[src/rtl/twi_cond_pkg.sv]
package twi_cond_pkg;

    // Consecutive agreeing samples needed before a filtered line may change.
    function automatic int unsigned filt_len_f(input int unsigned clk_ns,
                                               input int unsigned spike_ns);
        return spike_ns / clk_ns + 2;
    endfunction

    // Clocks the pad enable stays frozen after a filtered clock fall.
    function automatic int unsigned hold_cyc_f(input int unsigned clk_ns,
                                               input int unsigned hold_ns);
        return (hold_ns + clk_ns - 1) / clk_ns;
    endfunction

    typedef struct packed {
        logic start;
        logic stop;
        logic rise;
        logic fall;
    } bus_evt_t;

endpackage

[src/rtl/line_filter.sv]
module line_filter #(
    parameter int unsigned FILT_LEN = 7
) (
    input  logic clk,
    input  logic rst,
    input  logic raw_i,
    output logic level_o
);
    localparam int unsigned CW = (FILT_LEN < 2) ? 1 : $clog2(FILT_LEN + 1);
    localparam logic [CW-1:0] CNT_TOP = CW'(FILT_LEN - 1);

    logic [1:0]    sync_q;
    logic [CW-1:0] cnt_q;
    logic          level_q;

    always_ff @(posedge clk) begin
        if (rst) begin
            sync_q  <= 2'b11;
            cnt_q   <= '0;
            level_q <= 1'b1;
        end else begin
            sync_q <= {sync_q[0], raw_i};
            if (sync_q[1] == level_q) begin
                cnt_q <= '0;
            end else if (cnt_q == CNT_TOP) begin
                cnt_q   <= '0;
                level_q <= sync_q[1];
            end else begin
                cnt_q <= cnt_q + 1'b1;
            end
        end
    end

    assign level_o = level_q;

    AST_FILT_AGREE: assert property (@(posedge clk) disable iff (rst)
        (level_q != $past(level_q)) |-> ($past(sync_q[1]) == level_q));

endmodule

[src/rtl/cond_detect.sv]
module cond_detect
    import twi_cond_pkg::*;
(
    input  logic     clk,
    input  logic     rst,
    input  logic     scl_f_i,
    input  logic     sda_f_i,
    output bus_evt_t evt_o,
    output logic     bit_o,
    output logic     busy_o
);
    logic scl_q, sda_q, bit_q, busy_q;
    bus_evt_t evt;

    always_comb begin
        evt.start = scl_f_i & sda_q & ~sda_f_i;
        evt.stop  = scl_f_i & ~sda_q & sda_f_i;
        evt.rise  = scl_f_i & ~scl_q & ~(evt.start | evt.stop);
        evt.fall  = ~scl_f_i & scl_q;
    end

    always_ff @(posedge clk) begin
        if (rst) begin
            scl_q  <= 1'b1;
            sda_q  <= 1'b1;
            bit_q  <= 1'b1;
            busy_q <= 1'b0;
        end else begin
            scl_q <= scl_f_i;
            sda_q <= sda_f_i;
            if (evt.rise)
                bit_q <= sda_f_i;
            if (evt.start)
                busy_q <= 1'b1;
            else if (evt.stop)
                busy_q <= 1'b0;
        end
    end

    assign evt_o  = evt;
    assign bit_o  = bit_q;
    assign busy_o = busy_q;

    AST_START_PULSE: assert property (@(posedge clk) disable iff (rst)
        evt.start |=> !evt.start);
    AST_STOP_PULSE: assert property (@(posedge clk) disable iff (rst)
        evt.stop |=> !evt.stop);
    AST_RISE_CAPTURE: assert property (@(posedge clk) disable iff (rst)
        evt.rise |=> (bit_q == $past(sda_f_i)));
    AST_EVT_KEEPS_BIT: assert property (@(posedge clk) disable iff (rst)
        (evt.start || evt.stop) |=> $stable(bit_q));
    AST_BUSY_SET: assert property (@(posedge clk) disable iff (rst)
        evt.start |=> busy_q);
    AST_BUSY_CLR: assert property (@(posedge clk) disable iff (rst)
        evt.stop |=> !busy_q);

endmodule

[src/rtl/tx_hold.sv]
module tx_hold #(
    parameter int unsigned HOLD_CYC = 30
) (
    input  logic clk,
    input  logic rst,
    input  logic fall_i,
    input  logic oe_req_i,
    output logic oe_o
);
    localparam int unsigned CW = (HOLD_CYC < 2) ? 1 : $clog2(HOLD_CYC + 1);
    localparam logic [CW-1:0] CNT_LOAD = CW'(HOLD_CYC);

    logic [CW-1:0] cnt_q;
    logic          oe_q;

    always_ff @(posedge clk) begin
        if (rst) begin
            cnt_q <= '0;
            oe_q  <= 1'b0;
        end else if (fall_i) begin
            cnt_q <= CNT_LOAD;
        end else if (cnt_q != '0) begin
            cnt_q <= cnt_q - 1'b1;
        end else begin
            oe_q <= oe_req_i;
        end
    end

    assign oe_o = oe_q;

    AST_HOLD_OE: assert property (@(posedge clk) disable iff (rst)
        (fall_i || cnt_q != '0) |=> $stable(oe_q));
    AST_HOLD_LOAD: assert property (@(posedge clk) disable iff (rst)
        fall_i |=> (cnt_q == CNT_LOAD));

endmodule

[src/rtl/twi_cond_detect.sv]
module twi_cond_detect
    import twi_cond_pkg::*;
#(
    parameter int unsigned CLK_PERIOD_NS = 10,
    parameter int unsigned SPIKE_NS      = 50,
    parameter int unsigned HOLD_NS       = 300
) (
    input  logic clk,
    input  logic rst,
    input  logic scl_i,
    input  logic sda_i,
    input  logic oe_req_i,
    output logic start_o,
    output logic stop_o,
    output logic scl_rise_o,
    output logic scl_fall_o,
    output logic bit_o,
    output logic busy_o,
    output logic sda_oe_o
);
    localparam int unsigned FILT_LEN = filt_len_f(CLK_PERIOD_NS, SPIKE_NS);
    localparam int unsigned HOLD_CYC = hold_cyc_f(CLK_PERIOD_NS, HOLD_NS);

    logic [1:0] raw_w;
    logic [1:0] filt_w;
    bus_evt_t   evt_w;

    assign raw_w = {scl_i, sda_i};

    generate
        for (genvar g = 0; g < 2; g++) begin : g_line
            line_filter #(.FILT_LEN(FILT_LEN)) filt_i (
                .clk    (clk),
                .rst    (rst),
                .raw_i  (raw_w[g]),
                .level_o(filt_w[g])
            );
        end
    endgenerate

    cond_detect cond_i (
        .clk    (clk),
        .rst    (rst),
        .scl_f_i(filt_w[1]),
        .sda_f_i(filt_w[0]),
        .evt_o  (evt_w),
        .bit_o  (bit_o),
        .busy_o (busy_o)
    );

    tx_hold #(.HOLD_CYC(HOLD_CYC)) hold_i (
        .clk     (clk),
        .rst     (rst),
        .fall_i  (evt_w.fall),
        .oe_req_i(oe_req_i),
        .oe_o    (sda_oe_o)
    );

    assign start_o    = evt_w.start;
    assign stop_o     = evt_w.stop;
    assign scl_rise_o = evt_w.rise;
    assign scl_fall_o = evt_w.fall;

    AST_RST_QUIET: assert property (@(posedge clk)
        rst |=> !(start_o || stop_o || scl_rise_o || scl_fall_o));

endmodule

[config.mk]
export PLATFORM = sky130hd
export DESIGN_NAME = twi_cond_detect
export DESIGN_NICKNAME = d
export VERILOG_FILES = /design/src/rtl/twi_cond_pkg.sv /design/src/rtl/line_filter.sv /design/src/rtl/cond_detect.sv /design/src/rtl/tx_hold.sv /design/src/rtl/twi_cond_detect.sv
export SDC_FILE = /design/constraint.sdc
export NUM_CORES = 1
export LEC_CHECK = 0
export CORE_MARGIN = 5
export CORE_UTILIZATION = 47
export CTS_CLUSTER_DIAMETER = 150
export DETAILED_ROUTE_END_ITERATION = 8
export MAX_ROUTING_LAYER = met4
export PLACE_DENSITY = 0.8
export SLEW_MARGIN = 10
export SYNTH_ARGS = -nofsm -noshare
export SYNTH_HDL_FRONTEND = slang
export SYNTH_SLANG_ARGS = --single-unit
[constraint.sdc]
create_clock -name clk -period 1.5 [get_ports clk]
set_input_delay 0.15 -clock clk [delete_from_list [all_inputs] [get_ports clk]]
set_output_delay 0.15 -clock clk [all_outputs]
set_load 0.02 [all_outputs]
After elaboration in Yosys (flattened, before gate mapping)
Index checks and enable logic that the tools add are counted.

Input bits: 5. Register bits: 22.

Equal/unequal tests: 4. Bitwise gates (word level): 17. Reductions and logical operators: 9. Mux-type cells: 4. $add $sub $neg: 3.

Operators with widths (number): 2-to-1 mux 5 bit (2); inverter 1 bit (9); bitwise AND 1 bit (7); adder 3 x 1 -> 3 bit, second input constant (2); equality test 3 bit, second input constant (2); AND reduction 2 bit (3); OR reduction 3 bit (2); nonzero test 5 bit (1); subtractor 5 x 1 -> 5 bit, second input constant (1); nonzero test 2 bit (2); equality test 1 bit (2); 2-to-1 mux 1 bit (2); OR reduction 2 bit (1); OR 1 bit (1).

Longest topological paths before layout
Depth in word-level cells: 6. Gate-level depth with buffers: 6. Depth with buffers taken out: 5.

Modules after synthesis
A second synthesis with hierarchy kept.

Cells, all modules: 88. Area total of the unflattened synthesis: 914.6 µm².

By module, submodules not included: line_filter (cells an instance 19, area an instance 235.2 µm², instances 2); tx_hold (cells an instance 29, area an instance 265.3 µm², instances 1); cond_detect (cells an instance 21, area an instance 178.9 µm², instances 1).

Worst setup path after synthesis
OpenSTA, ideal clock, no wires.

Kind: flip-flop to flip-flop. From: register hold_i.cnt_q[0]. To: register hold_i.oe_q (netlist: hold_i.oe_o). Arrival time: 1.543 ns. Data required time: 1.430 ns. Library setup time: 0.070 ns. Path buffers: 1. Slack: -0.112 ns. Clock period less this slack: 1.612 ns. Stages on the path, launching flop included: 7. Path through: dfxtp_1 -> inv_1 -> ha_1 -> or4b_1 -> buf_2 -> or3b_1 -> a21oi_1.

Word-level cells in the longest chain between the ends: 3.

RTL lines: from (decl) (RTL line tx_hold.sv:13) `logic [CW-1:0] cnt_q;`; from (signal assigned) (RTL line tx_hold.sv:23) `cnt_q <= cnt_q - 1'b1;`; nonzero test 5 bit (RTL line tx_hold.sv:22) `end else if (cnt_q != '0) begin`; inverter 1 bit (no source line); AND reduction 2 bit (no source line); to (signal assigned) (RTL line tx_hold.sv:25) `oe_q <= oe_req_i;`; to (decl) (RTL line tx_hold.sv:14) `logic oe_q;`.

No other way between the ends. A chain may end at the register's enable or synchronous reset.

Final worst setup path
From: register hold_i.cnt_q[1]. To: register hold_i.oe_q (netlist: hold_i.oe_o).

The elaborated chain is that of the path after synthesis.

==> flow_metrics.env <==
export IMPL_stdcell_count=147
export IMPL_p_total_w=0.00143
export IMPL_setup_viol=1
export IMPL_cts_htree_levels=1
export IMPL_ioPinCount=12
export IMPL_fillers=169
export IMPL_synth_seq_cells=22
export IMPL_wl_um=1640
export IMPL_combPwrFrac_pct=34.2
export IMPL_failed_checks="setup timing"
export IMPL_p_int_w=0.00101
export IMPL_power_switching_w=0.000415
export IMPL_endpoint_kind="flop"
export IMPL_route_detailed_drc=0
export IMPL_period_needed_ps=1530
export IMPL_rows=16
export IMPL_cts_num_sinks=22
export IMPL_synthCells=99
export IMPL_start_util_pct=47.8
export IMPL_grt_first_pass_wirelength_um=2940
export IMPL_vias_per_cell=4.95
export IMPL_die_y_um=54.0
export IMPL_final_hold_viol_count=0
export IMPL_clkSlewWorstSetupHoldPaths_ps=110
export IMPL_vias=728
export IMPL_grt_start_max_net_pins=12
export IMPL_p_per_area_mw_per_mm2=1240
export IMPL_worst_slack_ps=-32.9
export IMPL_clkPwrFrac_pct=17.8
export IMPL_ant_nets=0
export IMPL_dieWidth_um=54.0
export IMPL_dr_pass1_iters=4
export IMPL_p_seq_share_pct=48.1
export IMPL_cts_buffers=3
export IMPL_numPortBuffers=11
export IMPL_critical_path_max_fanout=5
export IMPL_arrival_ps=1730
export IMPL_seq_area_frac_synth_pct=48.4
export IMPL_p_leak_nw=0.501
export IMPL_swShare_pct=29.0
export IMPL_fmax_mhz=652
export IMPL_clock_skew_ps=3.03
export IMPL_seq_area_sq_um=443
export IMPL_outcome="complete, but fails checks"
export IMPL_tritoncts="yes"
export IMPL_drtIter0Drc=6
export IMPL_crit_required_ps=1700
export IMPL_holdBufCountCts=0
export IMPL_synth_warnings=0
export IMPL_cp_start_kind="flop"
export IMPL_drive_gt1_share_pct=29.2
export IMPL_synth_cell_type_count=31
export IMPL_rsz0062_at_grt="true"
export IMPL_vdd_drop_max_mv=0.885
export IMPL_dieArea_sq_mm=0.00291
export IMPL_worstSkewPairLatency_ps=300
export IMPL_track_usage_pct=14.4
export IMPL_dp_hpwl_um=1230
export IMPL_netlist_area_sq_um=910
export IMPL_first_global_vias=742
export IMPL_finalCritPeriodShare_pct=102
export IMPL_synthToLayoutAreaGrowth_pct=27.2
export IMPL_syn_nets=109
export IMPL_antenna_found_initial=0
export IMPL_grt_overflow_total=0
export IMPL_place_congestion=0.804
export IMPL_hold_class="in2reg"
export IMPL_critical_path_class="reg2reg"
export IMPL_slew_headroom_pct=79.2
export IMPL_cts_buffer_depth=2
export IMPL_worst_pin_slew_ps=310
export IMPL_core_area_sq_mm=0.00190
export IMPL_diodes=0
export IMPL_wire_per_inst_um=11.1
export IMPL_fin_nets=132
export IMPL_multi_input_area_sq_um=445
export IMPL_placed_cells=143
export IMPL_slew_viol_final=0
export IMPL_avgSynthCellArea_sq_um=9.19
export IMPL_maxCapViolations=0
export IMPL_cts_root_buf="clkbuf_4"
[Yosys cell counts]
cell,instances,area (sq um)
nand2b_2,1,8.76
or4b_1,1,10.0
nor3_1,4,20.0
dfxtp_1,22,440
a31oi_1,1,6.26
ha_1,5,62.6
a311oi_1,1,8.76
buf_4,1,7.51
inv_6,1,8.76
a211o_1,1,8.76
xor2_1,1,8.76
inv_1,7,26.3
nor2_1,9,33.8
o31ai_1,1,7.51
xnor2_1,2,17.5
a21oi_1,5,25.0
nand3b_1,1,7.51
o211ai_1,1,7.51
o22ai_1,1,6.26
or2_2,7,43.8
o21ai_0,2,10.0
nor2b_1,1,6.26
nand3_1,5,25.0
o311a_1,1,10.0
nand2_1,8,30.0
buf_2,1,5.00
o21a_1,2,15.0
or3b_1,1,8.76
clkbuf_1,2,7.51
mux2i_1,2,20.0
nand2b_1,1,6.26
[cell families after synthesis]
| logic type | synth area share (%) |
|---|---|
| compound gates | 11.6 |
| mux | 2.20 |
| buf+inv | 6.05 |
| flops | 48.4 |
| simple gates | 22.0 |
| fa+ha+maj | 6.88 |
| xor+xnor | 2.89 |
[worst paths after layout]
kind	start	end	slack (ps)	cells after the start
max	hold_i.cnt_q[1]	hold_i.oe_o	-30	6
min	scl_i	g_line[1].filt_i.sync_q[0]	400	2
max reg2reg	hold_i.cnt_q[1]	hold_i.oe_o	-30	6
min reg2reg	g_line[1].filt_i.sync_q[0]	g_line[1].filt_i.sync_q[1]	420	1
[worst max-delay path: stages (launching register included)]
cell	delay (ps)
dfxtp_2	340
inv_2	60
ha_4	120
or4b_4	450
buf_4	180
o21ai_0	210
a21oi_2	80
[registers in the layout, summed over array words and instances (netlist names)]
signal / count
hold_i.oe_o: 1
cond_i.scl_q: 1
hold_i.cnt_q: 5
cond_i.bit_o: 1
cond_i.sda_q: 1
g_line.filt_i.cnt_q: 6
g_line.filt_i.level_o: 2
g_line.filt_i.sync_q: 4
cond_i.busy_o: 1
[cell usage in the layout (no fill, tap or decap), drive strengths merged, types with 2 or more instances in the layout]
cell type and count:
o21a 2, nand2 8, ha 5, nor2 9
o21ai 2, xnor2 2, buf 12, clkdlybuf4s50 7
inv 8, mux2i 2, nand2b 2, or2 7
dfxtp 22, a21oi 5, nor3 4, nand3 5
clkbuf 5
[power groups by stage]
stage          Sequential, W  Clock, W  Combinational, W
6_report            0.000687  0.000254          0.000489
5_1_grt             0.000696  0.000286          0.000539
4_1_cts             0.000687  0.000266          0.000442
3_5_place_dp        0.000703         0          0.000421
3_3_place_gp        0.000699         0          0.000402
2_1_floorplan       0.000713         0          0.000295
[through the flow]
| stage | utilization, % | hold WS (ps) | setup WS [ps] | instance area (sq um) | setup TNS [ps] |
|---|---|---|---|---|---|
| after floorplan | - | 254 | -103 | 935 | -103 |
| after global placement | 59.3 | 391 | 29.5 | 1130 | 0 |
| after detailed placement | 59.3 | 400 | -21.0 | 1130 | -21.0 |
| after CTS | 60.7 | 393 | -9.15 | 1150 | -9.15 |
| after global routing | 60.9 | 399 | -69.6 | 1160 | -143 |
| final | 60.9 | 401 | -32.9 | 1160 | -32.9 |
[layout make-up]
type | instances | area share [%]
Timing Repair Buffer | 22 | 15.4
Inverter | 8 | 3.03
Tap cell | 27 | 2.92
Sequential cell | 22 | 38.3
Clock buffer | 3 | 1.95
Multi-Input combinational cell | 65 | 38.5
[what timing repair did]
action / CTS / global route
resized for setup: 6 / 9
pin swaps: 1 / 1
setup buffers: 1 / 0
setup endpoints to repair: 5 / 7
[layer usage]
layer / global-route usage [%] / wire, um
met1: 15.7 / 733
met2: 24.4 / 798
met3: 2.49 / 60
met4: 8.71 / 44
met5: - / 0
Power figures use the tool's default switching activity.
